## config.mk

```make
export PLATFORM = sky130hd
export DESIGN_NAME = ptc_alloc
export DESIGN_NICKNAME = d
export VERILOG_FILES = /design/src/rtl/ptc_pkg.sv /design/src/rtl/ptc_cluster_or.sv /design/src/rtl/ptc_cluster_route.sv /design/src/rtl/ptc_alloc.sv
export SDC_FILE = /design/constraint.sdc
export NUM_CORES = 1
export LEC_CHECK = 0
export BUFFER_PORTS_ARGS = -buffer_cell sky130_fd_sc_hd__buf_2
export CAP_MARGIN = 20
export CORE_MARGIN = 2
export CORE_UTILIZATION = 50
export CTS_CLUSTER_DIAMETER = 120
export DETAILED_ROUTE_END_ITERATION = 8
export HOLD_SLACK_MARGIN = 0.02
export PLACE_DENSITY = 0.78
export SLEW_MARGIN = 20
export SYNTH_ARGS = -nofsm -noshare
export SYNTH_HDL_FRONTEND = slang
export SYNTH_SLANG_ARGS = --single-unit
```

## constraint.sdc

```tcl
create_clock -name clk_i -period 2.7 [get_ports clk_i]
set_clock_uncertainty 0.15 [all_clocks]
set_input_delay 0.405 -clock clk_i [delete_from_list [all_inputs] [get_ports clk_i]]
set_output_delay 0.405 -clock clk_i [all_outputs]
set_load 0.01 [all_outputs]
```

## src/rtl/ptc_pkg.sv

```systemverilog
package ptc_pkg;
  localparam int NUM_CLU   = 16;
  localparam int TERMS_CLU = 4;
  localparam int NUM_MC    = 16;
  localparam int WIN_BELOW = 1;   // clusters below macrocell index
  localparam int WIN_ABOVE = 2;   // clusters above macrocell index
  localparam int NUM_PT    = NUM_CLU * TERMS_CLU;
  localparam int MC_IDX_W  = $clog2(NUM_MC);
  localparam int FIELD_W   = MC_IDX_W + 1;
  localparam int CFG_W     = NUM_CLU * FIELD_W;

  typedef struct packed {
    logic                vld;
    logic [MC_IDX_W-1:0] tgt;
  } clu_cfg_t;

  function automatic logic in_window(int clu, int mc);
    return (mc >= 0) && (mc < NUM_MC) &&
           (clu >= mc - WIN_BELOW) && (clu <= mc + WIN_ABOVE);
  endfunction
endpackage

```

## src/rtl/ptc_cluster_or.sv

```systemverilog
module ptc_cluster_or #(
  parameter int W = 4
) (
  input  logic [W-1:0] terms_i,
  output logic         sum_o
);
  assign sum_o = |terms_i;
endmodule

```

## src/rtl/ptc_cluster_route.sv

```systemverilog
module ptc_cluster_route
  import ptc_pkg::*;
#(
  parameter int CLU = 0
) (
  input  clu_cfg_t          cfg_i,
  input  logic              val_i,
  output logic [NUM_MC-1:0] drv_o,
  output logic              bad_o
);
  logic legal;

  assign legal = in_window(CLU, int'(cfg_i.tgt));
  assign bad_o = cfg_i.vld && !legal;

  always_comb begin
    drv_o = '0;
    for (int n = 0; n < NUM_MC; n++) begin
      drv_o[n] = cfg_i.vld && legal && (int'(cfg_i.tgt) == n) && val_i;
    end
  end
endmodule

```

## src/rtl/ptc_alloc.sv

```systemverilog
module ptc_alloc
  import ptc_pkg::*;
(
  input  logic              clk_i,
  input  logic              rst_ni,
  input  logic              cfg_we_i,
  input  logic [CFG_W-1:0]  cfg_i,
  input  logic [NUM_PT-1:0] pt_i,
  output logic [NUM_MC-1:0] mc_o,
  output logic              err_o
);
  clu_cfg_t [NUM_CLU-1:0]             cfg_q;
  logic     [NUM_CLU-1:0]             clu_val;
  logic     [NUM_CLU-1:0]             clu_bad;
  logic     [NUM_CLU-1:0][NUM_MC-1:0] clu_drv;

  always_ff @(posedge clk_i or negedge rst_ni) begin
    if (!rst_ni)       cfg_q <= '0;
    else if (cfg_we_i) cfg_q <= cfg_i;
  end

  for (genvar c = 0; c < NUM_CLU; c++) begin : g_clu
    ptc_cluster_or #(.W(TERMS_CLU)) u_or (
      .terms_i (pt_i[c*TERMS_CLU +: TERMS_CLU]),
      .sum_o   (clu_val[c])
    );
    ptc_cluster_route #(.CLU(c)) u_route (
      .cfg_i (cfg_q[c]),
      .val_i (clu_val[c]),
      .drv_o (clu_drv[c]),
      .bad_o (clu_bad[c])
    );
  end

  always_comb begin
    mc_o = '0;
    for (int c = 0; c < NUM_CLU; c++) mc_o |= clu_drv[c];
  end

  assign err_o = |clu_bad;
endmodule

```

### After elaboration in Yosys (flattened, before gate mapping)

Index checks and enable logic that the tools add are counted.

| storage, ports and cells | value |
|---|---|
| word-level logic and storage cells | 960 |
| output and inout port bits | 17 |
| input port bits | 147 |
| bits in registers | 80 |

| cells by class | value |
|---|---|
| $lt $le $gt $ge | 32 |
| reduce and logical (&&, ||, !) cells | 609 |
| add/subtract/negate cells | 32 |
| equality and inequality tests | 240 |
| bitwise logic cells | 15 |

Operators by type and width:

| operator | count |
|---|---|
| $logic_and 1x1->1 | 560 |
| $eq 4x4->1 const B | 128 |
| $eq 4x3->1 const B | 64 |
| $ge 5x32->1 const A | 8 |
| $le 5x32->1 const A | 8 |
| $or 16x16->16 | 15 |
| $eq 4x2->1 const B | 32 |
| $ge 4x32->1 const A | 4 |
| $le 4x32->1 const A | 4 |
| $add 4x2->5 const B | 16 |
| $sub 4x1->5 const B | 16 |
| $eq 4x1->1 const B | 16 |
| $ge 3x32->1 const A | 2 |
| $le 3x32->1 const A | 2 |
| $logic_not 4->1 | 16 |
| $reduce_or 4->1 | 16 |
| $ge 1x32->1 const A | 1 |
| $ge 2x32->1 const A | 1 |
| $le 1x32->1 const A | 1 |
| $le 2x32->1 const A | 1 |
| $logic_not 1->1 | 16 |
| $reduce_or 16->1 | 1 |

### Logic depth before layout (Yosys ltp)

| logic depth | value |
|---|---|
| depth after elaboration | 21 |
| mapped depth | 10 |
| gate-level depth less buffers | 8 |

### Modules after synthesis

A second synthesis with hierarchy kept.

| second synthesis, totals | value |
|---|---|
| cells, all modules | 1029 |
| area total of the unflattened synthesis | 9574.2 µm² |

By module, submodules not included:

| module | cells each | times used | area an instance (µm²) | sequential area each (µm²) |
|---|---|---|---|---|
| ptc_alloc | 254 | 1 | 3906.2 | 2001.9 |
| ptc_cluster_route at g_clu[8].u_route | 68 | 1 | 518.0 | 0.0 |
| ptc_cluster_route at g_clu[10].u_route | 63 | 1 | 481.7 | 0.0 |
| ptc_cluster_route at g_clu[0].u_route | 59 | 1 | 432.9 | 0.0 |
| ptc_cluster_route at g_clu[4].u_route | 65 | 1 | 427.9 | 0.0 |
| ptc_cluster_route at g_clu[6].u_route | 57 | 1 | 412.9 | 0.0 |
| ptc_cluster_route at g_clu[12].u_route | 52 | 1 | 402.9 | 0.0 |
| ptc_cluster_route at g_clu[2].u_route | 53 | 1 | 395.4 | 0.0 |
| ptc_cluster_route at g_clu[11].u_route | 51 | 1 | 376.6 | 0.0 |
| ptc_cluster_route at g_clu[3].u_route | 48 | 1 | 337.8 | 0.0 |
| ptc_cluster_route at g_clu[7].u_route | 44 | 1 | 317.8 | 0.0 |
| ptc_cluster_route at g_clu[5].u_route | 44 | 1 | 314.1 | 0.0 |
| ptc_cluster_route at g_clu[1].u_route | 39 | 1 | 302.8 | 0.0 |
| ptc_cluster_route at g_clu[9].u_route | 39 | 1 | 279.0 | 0.0 |
| +4 rows | - | - | - | - |

### Least setup slack after synthesis

OpenSTA, ideal clock, no wires.

| timing path | value |
|---|---|
| path type | reg-to-output |
| start | reg cfg_q[52] (netlist name) |
| end | out mc_o[13] |
| path slack | -213 ps |
| stages on the path, launching flop included | 10 |
| arrival | 2358 ps |
| data required time | 2145 ps |
| path buffers | 1 |
| path through | dfrtp_1 clkbuf_1 inv_1 ha_1 nand2b_1 a221oi_1 nor4_1 a22o_1 a2111oi_0 nand4_1 |

| between the ends | value |
|---|---|
| cells in the longest elaborated chain, start to end | 12 |
| elaborated cells between the ends (all ways) | 15 |
| those cells by class | 2 x add/sub; 2 x order compare; 1 x eq/ne; 6 x bitwise; 4 x reduce/logical |

RTL lines:

| element | RTL line | source |
|---|---|---|
| from (decl) | ptc_alloc.sv:12 | `clu_cfg_t [NUM_CLU-1:0] cfg_q;` |
| from (signal assigned) | ptc_alloc.sv:19 | `else if (cfg_we_i) cfg_q <= cfg_i;` |
| $sub 4x1->5 or $add 4x2->5 (tied branches) | ptc_pkg.sv:19 | `(clu >= mc - WIN_BELOW) && (clu <= mc + WIN_ABOVE);` |
| $ge 5x32->1 or $le 5x32->1 (tied branches) | ptc_pkg.sv:19 |  |
| $logic_and 1x1->1 | ptc_pkg.sv:19 |  |
| $logic_and 1x1->1 | ptc_cluster_route.sv:19 | `drv_o[n] = cfg_i.vld && legal && (int'(cfg_i.tgt) == n) && val_i;` |
| $logic_and 1x1->1 (*) (2 in series) | ptc_cluster_route.sv:19 |  |
| $or 16x16->16 (*) (6 in series) | ptc_alloc.sv:37 | `for (int c = 0; c < NUM_CLU; c++) mc_o \|= clu_drv[c];` |
| to (decl) | ptc_alloc.sv:9 | `output logic [NUM_MC-1:0] mc_o,` |

Mark *: on every way between the ends. The rest lies on a longest branch, timed or not.

### Worst setup path in the final report

| timing path | value |
|---|---|
| start | reg cfg_q[6] (netlist name) |
| end | out err_o |

| between the ends | value |
|---|---|
| cells in the longest elaborated chain, start to end | 6 |
| elaborated cells between the ends (all ways) | 8 |
| those cells by class | 2 x add/sub; 2 x order compare; 4 x reduce/logical |

RTL lines:

| element | RTL line | source |
|---|---|---|
| $sub 4x1->5 or $add 4x2->5 (tied branches) | ptc_pkg.sv:19 |  |
| $ge 2x32->1 or $le 2x32->1 (tied branches) | ptc_pkg.sv:19 |  |
| $logic_and 1x1->1 (*) | ptc_pkg.sv:19 |  |
| $logic_not 1->1 (*) | ptc_cluster_route.sv:14 | `assign bad_o = cfg_i.vld && !legal;` |
| $logic_and 1x1->1 (*) | ptc_cluster_route.sv:14 |  |
| $reduce_or 16->1 (*) | ptc_alloc.sv:40 | `assign err_o = \|clu_bad;` |
| to (decl) | ptc_alloc.sv:10 | `output logic err_o` |

Marked as above.

==> impl_metrics.csv <==
group,metric,value,unit
status,status,"complete, but fails checks",
status,violations,"negative setup slack",
pwr,power_frac_clock,27.0,%
yosys,yosysTopAreaCell,"dfrtp_1",
pwr,pwr_density_cell,447,nW/um^2
routing,first_pass_iters,5,
critical_path,end_kind,"output port",
floorplanning,core,13900,um^2
floorplanning,dieArea,15300,um^2
critical_path,startpoint_type,"flop",
cells_and_area,n_fill_cell,863,
timing,fin_ws,-0.606,ns
placement,gp_congestion,1.11,
yosys,synthesis.area_per_instance,8.45,um^2
critical_path,path_class,"reg -> out",
pwr,switching_share,36.6,%
routing,via_per_inst,6.30,
yosys,syn_inst,847,
floorplanning,dieHeight,124,um
cts,cts_buffers,9,
placement,place_area,9700,um^2
timing,setup_viol,17,
global_routing,first_global_vias,8603,
floorplanning,die_x,124,um
pwr,leakagePower,5.15,nW
yosys,synth_nets,1061,
critical_path,cp.required,2.14,ns
global_routing,grt_usage,37.7,%
yosys,yosysWarnings,0,
global_routing,grt_overflow,0,
yosys,synth_xor_area_share,1.47,%
timing,maxSlewViolCount,0,
routing,route.detailed.drc,0,
pwr,comb_power_share,44.1,%
critical_path,arrival,2.75,ns
cells_and_area,final_area,11300,um^2
cells_and_area,diodes,0,
yosys,synth_edf_count,0,
yosys,synth_area,7160,um^2
placement,pre_cts_slack,-0.354,ns
yosys,ys_ff_latch,80,
cells_and_area,syn_to_final_growth,58.1,%
global_routing,grt_max_degree,69,
floorplanning,io-pin-count,164,
cells_and_area,final_common_cell,"buf_4",
critical_path,crit_fanout,6,
cts,worst_skew_pair.late_latency,0.35,ns
cts,cts-root-buf,"clkbuf_16",
cells_and_area,top_register,"cfg_q",
yosys,synth_compound_area_share,21.2,%
yosys,async_flop_share,100,%
timing,slew_headroom,42.8,%
pwr,cell_internal_pwr,3.21,mW
timing,fin_crit_sh,122,%
timing,min_period,3.31,ns
floorplanning,row_count,43,
yosys,synth_top_family_by_area,"simple AND/OR/NAND/NOR gates",
timing,rsz0062_at_grt,"true",
cts,cts_max_path_buffers,2,
cells_and_area,final_cell_mix,"buf_4 (221), buf_2 (159), nand2_1 (91), dfrtp_1 (78), o21ai_0 (53)",
yosys,ys.flop_type,"dfrtp_1",
global_routing,antenna_found_initial,0,
pwr,ir_drop,343,uV
placement,portBuffers,163,
cts,path_clk_slew,0.07,ns
floorplanning,initial_utilization,51.4,%
yosys,synthTopCellsByArea,"dfrtp_1 (28%), ha_1 (12%), mux2_2 (6.1%)",
global_routing,grt_pass1_wl,44000,um
placement,hpwl,21400,um
cts,h-tree-depth,3,
yosys,ys_types,82,
timing,max_freq,0.302,GHz
cells_and_area,largest_reg_flops,80,
routing,route.antenna.remaining_nets,0,
yosys,yosys.area_share.simple,26.3,%
yosys,yosysTopAreaCellShare,28.0,%
run,maxCapViolations,0,
yosys,yosysSeqAreaShare,28.0,%
pwr,p_sw,1.85,mW
timing,hold_violations,0,
routing,wl_per_cell,21.1,um
routing,num_vias,8969,
worst_hold_path,hp-class,"in -> reg",
cells_and_area,finalNetCount,1453,
timing,worst_pin_slew,0.852,ns
yosys,muxShareOfSynthArea,6.55,%
routing,routed_wl,30000,um
yosys,synth_adder_area_share,11.7,%
routing,drt-initial-drc-count,888,
pwr,seqPwrFrac,28.9,%
cts,cts_tree,"built",
cts,cts_sinks,80,
cells_and_area,drive_gt1_share,50.3,%
cells_and_area,largest_registers,"cfg_q x80",
-- metrics by stage --
step                      total power [mW]  util, %  instances  hold WS, ns  TNS (ns)
final                                 5.06     81.2       1424       0.0986     -7.88
after global routing                  5.26     81.2       1424        0.110     -8.85
after CTS                             4.82     78.2       1417        0.104     -6.85
after detailed placement              3.19     69.6       1369       0.0770     -3.40
after global placement                3.15     69.6       1369       0.0744     -3.30
after floorplan                       2.29        -        847      -0.0406         0
-- logic make-up (layout without fill, tap and decap cells) --
logic type      Yosys count  after routing
xor+xnor                 12             12
fa+ha+maj                67             67
compound gates          206            206
buf+inv                  85            481
mux                      42             42
flops                    80             80
simple gates            355            356
-- area by class of cell --
class	count	area, um^2	area share, %
Clock buffer	10	229	2.02
Clock inverter	6	92.6	0.818
Inverter	53	206	1.82
Multi-Input combinational cell	683	5710	50.5
Sequential cell	80	2000	17.7
Tap cell	180	225	1.99
Timing Repair Buffer	412	2850	25.2
-- worst paths after layout --
check / from / endpoint / slack [ns] / cells past startpoint
min in group asynchronous: rst_ni / cfg_q[65]$_DFFE_PN0P_ / 0.25 / 2
min: cfg_i[25] / cfg_q[25]$_DFFE_PN0P_ / 0.1 / 3
min reg2reg: cfg_q[2]$_DFFE_PN0P_ / cfg_q[2]$_DFFE_PN0P_ / 0.37 / 1
max in group asynchronous: rst_ni / cfg_q[10]$_DFFE_PN0P_ / 1.55 / 3
max reg2reg: cfg_q[31]$_DFFE_PN0P_ / cfg_q[31]$_DFFE_PN0P_ / 0.15 / 17
max: cfg_q[6]$_DFFE_PN0P_ / err_o / -0.61 / 9
-- synth_stat cells, drive strengths merged, types with 11 or more instances --
master and count:
inv 53, nor2 51, ha 67, dfrtp 80, a31oi 11, nor3 27
buf 17, nor2b 20, a32oi 15, a21oi 16, clkbuf 15, nor4 23
nand4 32, mux2 39, nand3 40, o21ai 63, nand2b 19, a221oi 11
nand2 92
-- routing by layer --
metal / track usage [%] / routed length [um]
met1: 43.4 / 11200
met2: 64.2 / 14400
met3: 9.71 / 2700
met4: 19.7 / 1760
met5: 0 / 0
-- critical path, stage by stage (launching register included) --
cell and delay [ns]:
dfrtp_2 0.43, clkinv_4 0.11, ha_4 0.21, nand2b_4 0.08
nand4_1 0.21, a21oi_1 0.24, o211ai_1 0.12, a22o_1 0.28
or4_4 0.57, buf_6 0.14
-- what timing repair did --
| item | 4_1_cts | 5_1_grt |
|---|---|---|
| gates resized for setup | 137 | 73 |
| hold buffers | 1 | 0 |
| pin swaps | 57 | 31 |
| setup buffers | 32 | 12 |
| cloned | 0 | 1 |
| setup endpoints to repair | 17 | 18 |
| hold endpoints to repair | 50 | 0 |
-- power by group through the flow --
stage	logic [mW]	registers [mW]	clock network (mW)
after floorplan	0.861	1.43	0
after global placement	1.70	1.45	0
after detailed placement	1.74	1.46	0
after CTS	2.00	1.45	1.38
after global routing	2.36	1.47	1.43
final	2.23	1.46	1.37
Note: power is estimated with default switching activity, not from simulation.
